[src/rtl/dmac_pkg.sv]
package dmac_pkg;
    localparam int unsigned CTRL_W    = 6;
    localparam int unsigned WO_STRIDE = 32'h40;
    localparam int unsigned WO_ABORT  = 32'h50;
    localparam int unsigned WO_STS    = 32'h51;
    localparam int unsigned WO_EN     = 32'h52;
    localparam int unsigned WO_LOOP   = 32'h54;

    typedef enum logic [1:0] {
        SEL_ADDR = 2'd0,
        SEL_LEN  = 2'd1,
        SEL_CNT  = 2'd2,
        SEL_CTRL = 2'd3
    } win_sel_e;

    typedef struct packed {
        logic     win;
        logic     stride;
        logic     abort;
        logic     sts;
        logic     en;
        logic     loop;
        win_sel_e sel;
        logic [3:0] idx;
    } dec_t;
endpackage

[src/rtl/dmac_addr_dec.sv]
module dmac_addr_dec
    import dmac_pkg::*;
#(
    parameter int unsigned NUM_CH = 16,
    parameter int unsigned ADDR_W = 10
) (
    input  logic [ADDR_W-1:0] waddr,
    output dec_t              dec
);
    localparam int unsigned WIN_WORDS = NUM_CH * 4;

    logic [31:0] wa;

    always_comb begin
        wa         = 32'(waddr);
        dec        = '0;
        dec.win    = wa < WIN_WORDS;
        dec.stride = (wa >= WO_STRIDE) && (wa < WO_STRIDE + NUM_CH);
        dec.abort  = wa == WO_ABORT;
        dec.sts    = wa == WO_STS;
        dec.en     = wa == WO_EN;
        dec.loop   = wa == WO_LOOP;
        dec.sel    = win_sel_e'(wa[1:0]);
        dec.idx    = dec.win ? wa[5:2] : wa[3:0];
    end
endmodule

[src/rtl/dmac_chan_regs.sv]
module dmac_chan_regs
    import dmac_pkg::*;
#(
    parameter int unsigned LEN_W = 16
) (
    input  logic              clk,
    input  logic              rst_n,
    input  logic              win_wr,
    input  win_sel_e          sel,
    input  logic              stride_wr,
    input  logic [31:0]       wdata,
    output logic [31:0]       addr_q,
    output logic [LEN_W-1:0]  len_q,
    output logic [LEN_W-1:0]  cnt_q,
    output logic [CTRL_W-1:0] ctrl_q,
    output logic [LEN_W-1:0]  stride_q,
    output logic              start
);
    typedef struct packed {
        logic [31:0]       addr;
        logic [LEN_W-1:0]  len;
        logic [LEN_W-1:0]  cnt;
        logic [CTRL_W-1:0] ctrl;
        logic [LEN_W-1:0]  stride;
        logic              start;
    } ch_st_t;

    ch_st_t st_d, st_q;

    always_comb begin
        st_d       = st_q;
        st_d.start = 1'b0;
        if (win_wr) begin
            case (sel)
                SEL_ADDR: begin
                    st_d.addr  = wdata;
                    st_d.start = 1'b1;
                end
                SEL_LEN:  st_d.len  = wdata[LEN_W-1:0];
                SEL_CNT:  st_d.cnt  = wdata[LEN_W-1:0];
                SEL_CTRL: st_d.ctrl = wdata[CTRL_W-1:0];
                default:  st_d.ctrl = st_q.ctrl;
            endcase
        end
        if (stride_wr) begin
            st_d.stride = wdata[LEN_W-1:0];
        end
    end

    always_ff @(posedge clk or negedge rst_n) begin
        if (!rst_n) st_q <= '0;
        else        st_q <= st_d;
    end

    assign addr_q   = st_q.addr;
    assign len_q    = st_q.len;
    assign cnt_q    = st_q.cnt;
    assign ctrl_q   = st_q.ctrl;
    assign stride_q = st_q.stride;
    assign start    = st_q.start;
endmodule

[src/rtl/dmac_irq_ctrl.sv]
module dmac_irq_ctrl #(
    parameter int unsigned NUM_CH = 16
) (
    input  logic              clk,
    input  logic              rst_n,
    input  logic [NUM_CH-1:0] done,
    input  logic              clr_wr,
    input  logic              en_wr,
    input  logic [NUM_CH-1:0] wbits,
    output logic [NUM_CH-1:0] sts,
    output logic [NUM_CH-1:0] en,
    output logic              irq
);
    typedef struct packed {
        logic [NUM_CH-1:0] sts;
        logic [NUM_CH-1:0] en;
    } irq_st_t;

    irq_st_t st_d, st_q;
    logic [NUM_CH-1:0] clr_mask;

    always_comb begin
        st_d     = st_q;
        clr_mask = clr_wr ? wbits : '0;
        // a completion wins over a clear of the same bit
        st_d.sts = (st_q.sts & ~clr_mask) | done;
        if (en_wr) begin
            st_d.en = wbits;
        end
    end

    always_ff @(posedge clk or negedge rst_n) begin
        if (!rst_n) st_q <= '0;
        else        st_q <= st_d;
    end

    assign sts = st_q.sts;
    assign en  = st_q.en;
    assign irq = |(st_q.sts & st_q.en);
endmodule

[src/rtl/dmac_regfile.sv]
module dmac_regfile
    import dmac_pkg::*;
#(
    parameter int unsigned NUM_CH = 16,
    parameter int unsigned ADDR_W = 10,
    parameter int unsigned LEN_W  = 16
) (
    input  logic                       clk,
    input  logic                       rst_n,
    input  logic                       bus_wr,
    input  logic                       bus_rd,
    input  logic [ADDR_W-1:0]          bus_waddr,
    input  logic [31:0]                bus_wdata,
    output logic [31:0]                bus_rdata,
    output logic [NUM_CH-1:0]          ch_start,
    output logic [NUM_CH-1:0]          ch_abort,
    input  logic [NUM_CH-1:0]          ch_done,
    output logic [NUM_CH-1:0]          loop_mode,
    output logic                       irq,
    output logic [NUM_CH*32-1:0]       cfg_addr,
    output logic [NUM_CH*LEN_W-1:0]    cfg_len,
    output logic [NUM_CH*LEN_W-1:0]    cfg_cnt,
    output logic [NUM_CH*CTRL_W-1:0]   cfg_ctrl,
    output logic [NUM_CH*LEN_W-1:0]    cfg_stride
);
    localparam int unsigned CH_W = $clog2(NUM_CH);

    dec_t dec;

    logic [31:0]       a_addr   [NUM_CH];
    logic [LEN_W-1:0]  a_len    [NUM_CH];
    logic [LEN_W-1:0]  a_cnt    [NUM_CH];
    logic [CTRL_W-1:0] a_ctrl   [NUM_CH];
    logic [LEN_W-1:0]  a_stride [NUM_CH];
    logic [NUM_CH-1:0] irq_sts;
    logic [NUM_CH-1:0] irq_en;

    typedef struct packed {
        logic [NUM_CH-1:0] abort;
        logic [NUM_CH-1:0] lp_lo;
        logic [NUM_CH-1:0] lp_hi;
        logic [31:0]       rdata;
    } top_st_t;

    top_st_t st_d, st_q;
    logic [31:0]     rd_val;
    logic [CH_W-1:0] ci;

    dmac_addr_dec #(.NUM_CH(NUM_CH), .ADDR_W(ADDR_W)) u_dec (
        .waddr (bus_waddr),
        .dec   (dec)
    );

    for (genvar i = 0; i < NUM_CH; i++) begin : g_ch
        dmac_chan_regs #(.LEN_W(LEN_W)) u_ch (
            .clk       (clk),
            .rst_n     (rst_n),
            .win_wr    (bus_wr && dec.win && (dec.idx == 4'(i))),
            .sel       (dec.sel),
            .stride_wr (bus_wr && dec.stride && (dec.idx == 4'(i))),
            .wdata     (bus_wdata),
            .addr_q    (a_addr[i]),
            .len_q     (a_len[i]),
            .cnt_q     (a_cnt[i]),
            .ctrl_q    (a_ctrl[i]),
            .stride_q  (a_stride[i]),
            .start     (ch_start[i])
        );
        assign cfg_addr[i*32 +: 32]         = a_addr[i];
        assign cfg_len[i*LEN_W +: LEN_W]    = a_len[i];
        assign cfg_cnt[i*LEN_W +: LEN_W]    = a_cnt[i];
        assign cfg_ctrl[i*CTRL_W +: CTRL_W] = a_ctrl[i];
        assign cfg_stride[i*LEN_W +: LEN_W] = a_stride[i];
    end

    dmac_irq_ctrl #(.NUM_CH(NUM_CH)) u_irq (
        .clk    (clk),
        .rst_n  (rst_n),
        .done   (ch_done),
        .clr_wr (bus_wr && dec.sts),
        .en_wr  (bus_wr && dec.en),
        .wbits  (bus_wdata[NUM_CH-1:0]),
        .sts    (irq_sts),
        .en     (irq_en),
        .irq    (irq)
    );

    always_comb begin
        ci     = dec.idx[CH_W-1:0];
        rd_val = '0;
        if (dec.win) begin
            case (dec.sel)
                SEL_ADDR: rd_val = a_addr[ci];
                SEL_LEN:  rd_val = 32'(a_len[ci]);
                SEL_CNT:  rd_val = 32'(a_cnt[ci]);
                SEL_CTRL: rd_val = 32'(a_ctrl[ci]);
                default:  rd_val = '0;
            endcase
        end else if (dec.stride) begin
            rd_val = 32'(a_stride[ci]);
        end else if (dec.sts) begin
            rd_val = 32'(irq_sts);
        end else if (dec.en) begin
            rd_val = 32'(irq_en);
        end else if (dec.loop) begin
            rd_val[NUM_CH-1:0]   = st_q.lp_lo;
            rd_val[16 +: NUM_CH] = st_q.lp_hi;
        end
    end

    always_comb begin
        st_d       = st_q;
        st_d.abort = (bus_wr && dec.abort) ? bus_wdata[NUM_CH-1:0] : '0;
        if (bus_wr && dec.loop) begin
            st_d.lp_lo = bus_wdata[NUM_CH-1:0];
            st_d.lp_hi = bus_wdata[16 +: NUM_CH];
        end
        if (bus_rd) begin
            st_d.rdata = rd_val;
        end
    end

    always_ff @(posedge clk or negedge rst_n) begin
        if (!rst_n) st_q <= '0;
        else        st_q <= st_d;
    end

    assign ch_abort  = st_q.abort;
    assign loop_mode = st_q.lp_lo & st_q.lp_hi;
    assign bus_rdata = st_q.rdata;
endmodule

[config.mk]
export PLATFORM = sky130hd
export DESIGN_NAME = dmac_regfile
export DESIGN_NICKNAME = d
export VERILOG_FILES = /design/src/rtl/dmac_pkg.sv /design/src/rtl/dmac_addr_dec.sv /design/src/rtl/dmac_chan_regs.sv /design/src/rtl/dmac_irq_ctrl.sv /design/src/rtl/dmac_regfile.sv
export SDC_FILE = /design/constraint.sdc
export NUM_CORES = 2
export LEC_CHECK = 0
export BUFFER_PORTS_ARGS = -buffer_cell sky130_fd_sc_hd__buf_4
export CAP_MARGIN = 10
export CORE_AREA = 5 5 584 586
export DETAILED_ROUTE_END_ITERATION = 8
export DIE_AREA = 0 0 589 591
export PLACE_DENSITY_LB_ADDON = 0.05
export SLEW_MARGIN = 20
export SYNTH_ARGS = -nofsm -noshare
export SYNTH_HDL_FRONTEND = slang
export SYNTH_HIERARCHICAL = 1
export SYNTH_SLANG_ARGS = --single-unit
[constraint.sdc]
create_clock -name clk -period 5.1 [get_ports clk]
set_clock_uncertainty 0.05 [all_clocks]
set_input_delay 0.51 -clock clk [delete_from_list [all_inputs] [get_ports clk]]
set_output_delay 0.51 -clock clk [all_outputs]
set_load 0.02 [all_outputs]
Word-level counts from Yosys, hierarchy flattened
Index checks and enable logic that the tools add are counted.
- reductions and logical operators: 106
- bitwise gates (word level): 6
- muxes and demuxes: 41
- equal/unequal tests: 22
- order comparisons: 4
- operators with widths (kind ; number):
    $mux W32 ; 7
    $bmux W16 S4 ; 3
    $bmux W32 S4 ; 1
    $mux W16 ; 8
    $pmux W32 S4 ; 1
    $reduce_and A2 Y1 ; 64
    $and A16 B16 Y16 ; 3
    $eq A10 B7 Y1 const B ; 4
    $logic_and A1 B1 Y1 ; 39
    $eq A4 B4 Y1 const B ; 8
    $bmux W6 S4 ; 1
    $lt A10 B7 Y1 const B ; 2
    $mux W1 ; 17
    $eq A4 B3 Y1 const B ; 4
    $not A16 Y16 ; 1
    $or A16 B16 Y16 ; 1
    $reduce_or A16 Y1 ; 1
    $mux W6 ; 2
    $ge A10 B7 Y1 const B ; 1
    $eq A4 B2 Y1 const B ; 2
    $ge A5 B5 Y1 const B ; 1
    $not A4 Y5 ; 1
    $eq A2 B2 Y1 const B ; 2
    $eq A4 B1 Y1 const B ; 1
    4 further kinds ; 4
- word-level logic and storage cells: 281
- input bits: 62
- bits in registers: 1504

Depth between registers and ports, before layout
- word-level depth: 8
- gate-level depth with buffers: 14

Modules after synthesis
Netlist, hierarchy kept.
- by module, submodules not included (module ; sequential area each (sq um) ; area each (sq um) ; instances ; cells an instance):
    dmac_chan_regs ; 2177.1 ; 3256.9 ; 16 ; 184
    dmac_regfile ; 2001.9 ; 15080.7 ; 1 ; 1213
    dmac_irq_ctrl ; 800.8 ; 1318.8 ; 1 ; 93
    dmac_addr_dec ; 0.0 ; 167.7 ; 1 ; 18

Worst setup path after synthesis
Ideal clock, no wire load.
- path kind: input-to-reg
- start point: input port bus_waddr[9]
- end point: register g_ch[6].u_ch.st_q (netlist bit g_ch[6].u_ch/addr_q[0])
- data arrival time: 3723 ps
- stages: 14
- path slack: 1202 ps
- library setup time: 125 ps
- path buffers: 7
- path through: nor4_4 > mux2_2 > buf_4 > buf_6 > buf_6 > buf_4 > buf_4 > buf_2 > nor2b_1 > nand3_1 > nor2_1 > nor3b_4 > buf_6 > mux2_2
- RTL lines (item ; RTL line ; source):
    from (decl) ; dmac_regfile.sv:12 ; input logic [ADDR_W-1:0] bus_waddr,
    to (signal assigned) ; dmac_chan_regs.sv:52 ; else st_q <= st_d;
    to (decl) ; dmac_chan_regs.sv:28 ; ch_st_t st_d, st_q;

==> results.txt <==
met1 wire length -> 171300 um
worst path bufs/invs -> 4
htree depth -> 4
die width -> 589 um
largest net degree at the start of global routing -> 147
crit-path cells -> buf_4 > nor4_4 > mux2_8 > buf_4 > buf_4 > mux2i_1 > a22o_1 > nor4_1 > a211oi_1 > buf_4 > a21oi_1 > o22a_1
switching portion of total power -> 0.2725
R2R Setup Slk -> 2150 ps
metal3 WL -> 32400 um
worst hold path stage count -> 2
core box area -> 335300 um^2
Slew headroom -> 0.1804
GRT Overall Usage -> 0.2354
Synth area leader -> dfrtp_1
Placed Cells incl. Taps -> 10105
Worst-path clk slew -> 60 ps
# fillers -> 34460
# rows -> 213
drt wl/cell -> 40.32 um
Leakage -> 45.75 nW
min Tclk post-route -> 4034 ps
crit path kind -> input port to register
Power per Cell Area -> 315.8 nW/um^2
combinational share of power -> 0.086
R2R cell count -> 4
Die H -> 591 um
Ys Warns -> 6
WP data arrival -> 4810 ps
first-pass GRT wire length -> 553200 um
Clock Sinks -> 1504
Vias/cell -> 4.593
unrepaired setup endpoints after global routing -> false
Overflow after GRT -> 0
worst hold slack -> 107.0 ps
IO buf count -> 1518
internal power -> 21.33 mW
IO Count -> 1519
die area -> 348100 um^2
sequential share of the synthesized area -> 0.5480
total power draw -> 29.32 mW
Critical path origin -> bus_waddr[9]
CP required -> 5880 ps
CTS tree -> built
layout cell share with drive strength beyond 1 -> 0.6413
P_sw -> 7.990 mW
Seq pwr share -> 0.421
CTS Buf Count -> 202
Worst Max-Slew Pin Slew -> 1218 ps
crit share post-route -> 0.7909
DR iter-0 viols -> 2598
most frequent cell on the critical path -> buf_4
total wire length -> 423900 um
status -> finished, final reports clean
Yosys top cell area share -> 0.5480
syn_area_per_cell -> 16.09 um^2
cell family contributing the most delay on the critical path -> buffers and inverters
Synth Flop Type -> dfrtp_1
drt drc -> 0
most common cell after layout, fill and taps aside -> buf_4
initial antenna violation count -> 30
met2 WL -> 208800 um
Skew-Pair Late Insertion Delay -> 900 ps
MaxCap Viol Count -> 0
Initial Util -> 0.2048
Reg area -> 37640 um^2
fin. max-slew vios -> 0
Detail Route Antenna Nets -> 0
multi-input logic area -> 28970 um^2
Area contributors post-synth -> dfrtp_1 (55%), mux2_2 (23%), mux4_2 (12%), mux2i_1 (1.2%), buf_6 (1.0%)
drt first pass iters -> 5
Syn Inst Count -> 4268
via count -> 48285
worst reg2reg path startpoint -> bus_rdata[4]$_DFFE_PN0P_
crit-path max cell delay -> 700 ps
most frequent cells in the layout -> buf_4 (1692), dfrtp_1 (1504), mux2_2 (1403)
vias in the first global route -> 51403
f_max -> 247.9 MHz
Final nets -> 6003
Mapped Area -> 68680 um^2
slowest CP cell -> nor4_4
post-cts resize count -> 0
Seq cells post-synth -> 1504
GPL Wtd Cong -> 0.7918
dpl hpwl -> 315100 um
Synth-to-Final Area Change -> 35.19%
Crit. path cell count -> 12
setup TNS -> 0 ps
worst hold path type -> input port to register
worst min-delay path startpoint -> bus_wdata[31]
CTS Buffer Depth -> 4
fin cells -> 10513
CP Launch Type -> input port
top sig layer -> met5
final setup fails -> 0
maximum VDD drop -> 260.6 uV
Post-Syn Nets -> 4330
CTS root buf -> clkbuf_16
count of cell types in the netlist -> 60
Clk network pwr share -> 0.493
crit path max fanout -> 31
Final Hold Vio Count -> 0
CP Capture Type -> register
number of flops mapped to enable cells by yosys -> 0
async set or reset register ratio after synthesis -> 1.000
cells in the mapped netlist (4+ instances only):
| master | count |
|---|---|
| nor2_1 | 82 |
| nor4_1 | 13 |
| clkbuf_1 | 49 |
| a21o_1 | 16 |
| buf_1 | 15 |
| o21ai_0 | 12 |
| buf_4 | 90 |
| nor3b_4 | 16 |
| a31oi_1 | 6 |
| a32oi_1 | 16 |
| mux4_2 | 357 |
| nor2b_1 | 22 |
| a221oi_1 | 25 |
| buf_2 | 82 |
| nand3_1 | 30 |
| o2111ai_1 | 4 |
| a211oi_1 | 12 |
| and2_1 | 23 |
| a22oi_1 | 22 |
| mux2_1 | 16 |
| a22o_1 | 8 |
| and3_1 | 19 |
| mux2_2 | 1407 |
| nand3b_1 | 4 |
| o31ai_1 | 4 |
| mux2i_1 | 80 |
| nand2b_1 | 5 |
| nand3b_2 | 32 |
| clkbuf_8 | 16 |
| a21oi_1 | 36 |
| nand2_1 | 76 |
| mux2_4 | 10 |
| nor3_1 | 21 |
| dfrtp_1 | 1504 |
| o211ai_1 | 12 |
| o22ai_1 | 15 |
| nand4_1 | 10 |
| buf_6 | 61 |
| o32ai_1 | 5 |
worst register-to-register path, stage by stage (launching register included):
cell and delay (ps):
dfrtp_1 720, o21ai_0 520, nor4_1 1160, nand3_1 300, nand2_1 140
registers in the layout, indices dropped and copies added, names as in the netlist:
register / cells
g_ch.u_ch/ctrl_q: 96
bus_rdata: 32
g_ch.u_ch/start: 16
g_ch.u_ch/cnt_q: 256
g_ch.u_ch/len_q: 256
u_irq/en: 16
g_ch.u_ch/stride_q: 256
g_ch.u_ch/addr_q: 512
st_q: 32
ch_abort: 16
u_irq/sts: 16
worst paths after layout:
kind / to
setup reg to reg: bus_rdata[4]$_DFFE_PN0P_
setup / recovery: bus_rdata[3]$_DFFE_PN0P_
min in group asynchronous: ch_abort[3]$_DFF_PN0_
hold reg to reg: bus_rdata[5]$_DFFE_PN0P_
hold / removal: g_ch[9].u_ch/addr_q[31]$_DFFE_PN0P_
max in group asynchronous: g_ch[13].u_ch/addr_q[28]$_DFFE_PN0P_
area by class of cell:
| cell class | count | share of cell area |
|---|---|---|
| sequential | 1504 | 0.4054 |
| timing repair buffer | 1783 | 0.1522 |
| inverter | 4 | 0.0002426 |
| multi-input combinational | 2446 | 0.3121 |
| tap | 4407 | 0.05939 |
| clock inverter | 36 | 0.005337 |
| antenna | 18 | 0.0004852 |
| clock buffer | 315 | 0.06486 |
per-stage QoR:
step                setup WS (ps)  cell area [um^2]    util
floorplan                    1202             68680       -
global placement            78.51             85860  0.2561
finish                       1066             92840  0.2769
CTS                          1201             92770  0.2767
global route                 1016             92810  0.2768
detailed placement          197.5             85870  0.2561
layer usage:
metal  vias to the layer above  track usage
met4                         2      0.05537
met1                     26787       0.2866
li1                      19569            -
met3                       357      0.07606
met5                         -            0
met2                      1570       0.4040
power by group through the flow:
stage / clock, mW / sequential, mW / combinational (mW)
after detailed placement: 0 / 12.6 / 2.58
final: 14.4 / 12.4 / 2.52
after floorplan: 0 / 12.7 / 0.788
after global placement: 0 / 12.6 / 2.58
after CTS: 15.0 / 12.4 / 2.61
after global routing: 15.4 / 12.4 / 2.68
logic make-up after synthesis:
kind of cell,after synthesis,synth area share
AND/OR/NAND/NOR,368,0.03285
AO/OA/AOI/OAI,208,0.02186
flip-flops,1504,0.5480
multiplexers,1870,0.3642
buffers and inverters,318,0.03303
timing repair:
item / CTS / global route
hold buffers: 38 / 0
hold endpoints to repair: 350 / 0
buffers inserted: 0 / 0
Note: power is estimated with default switching activity, not from simulation.
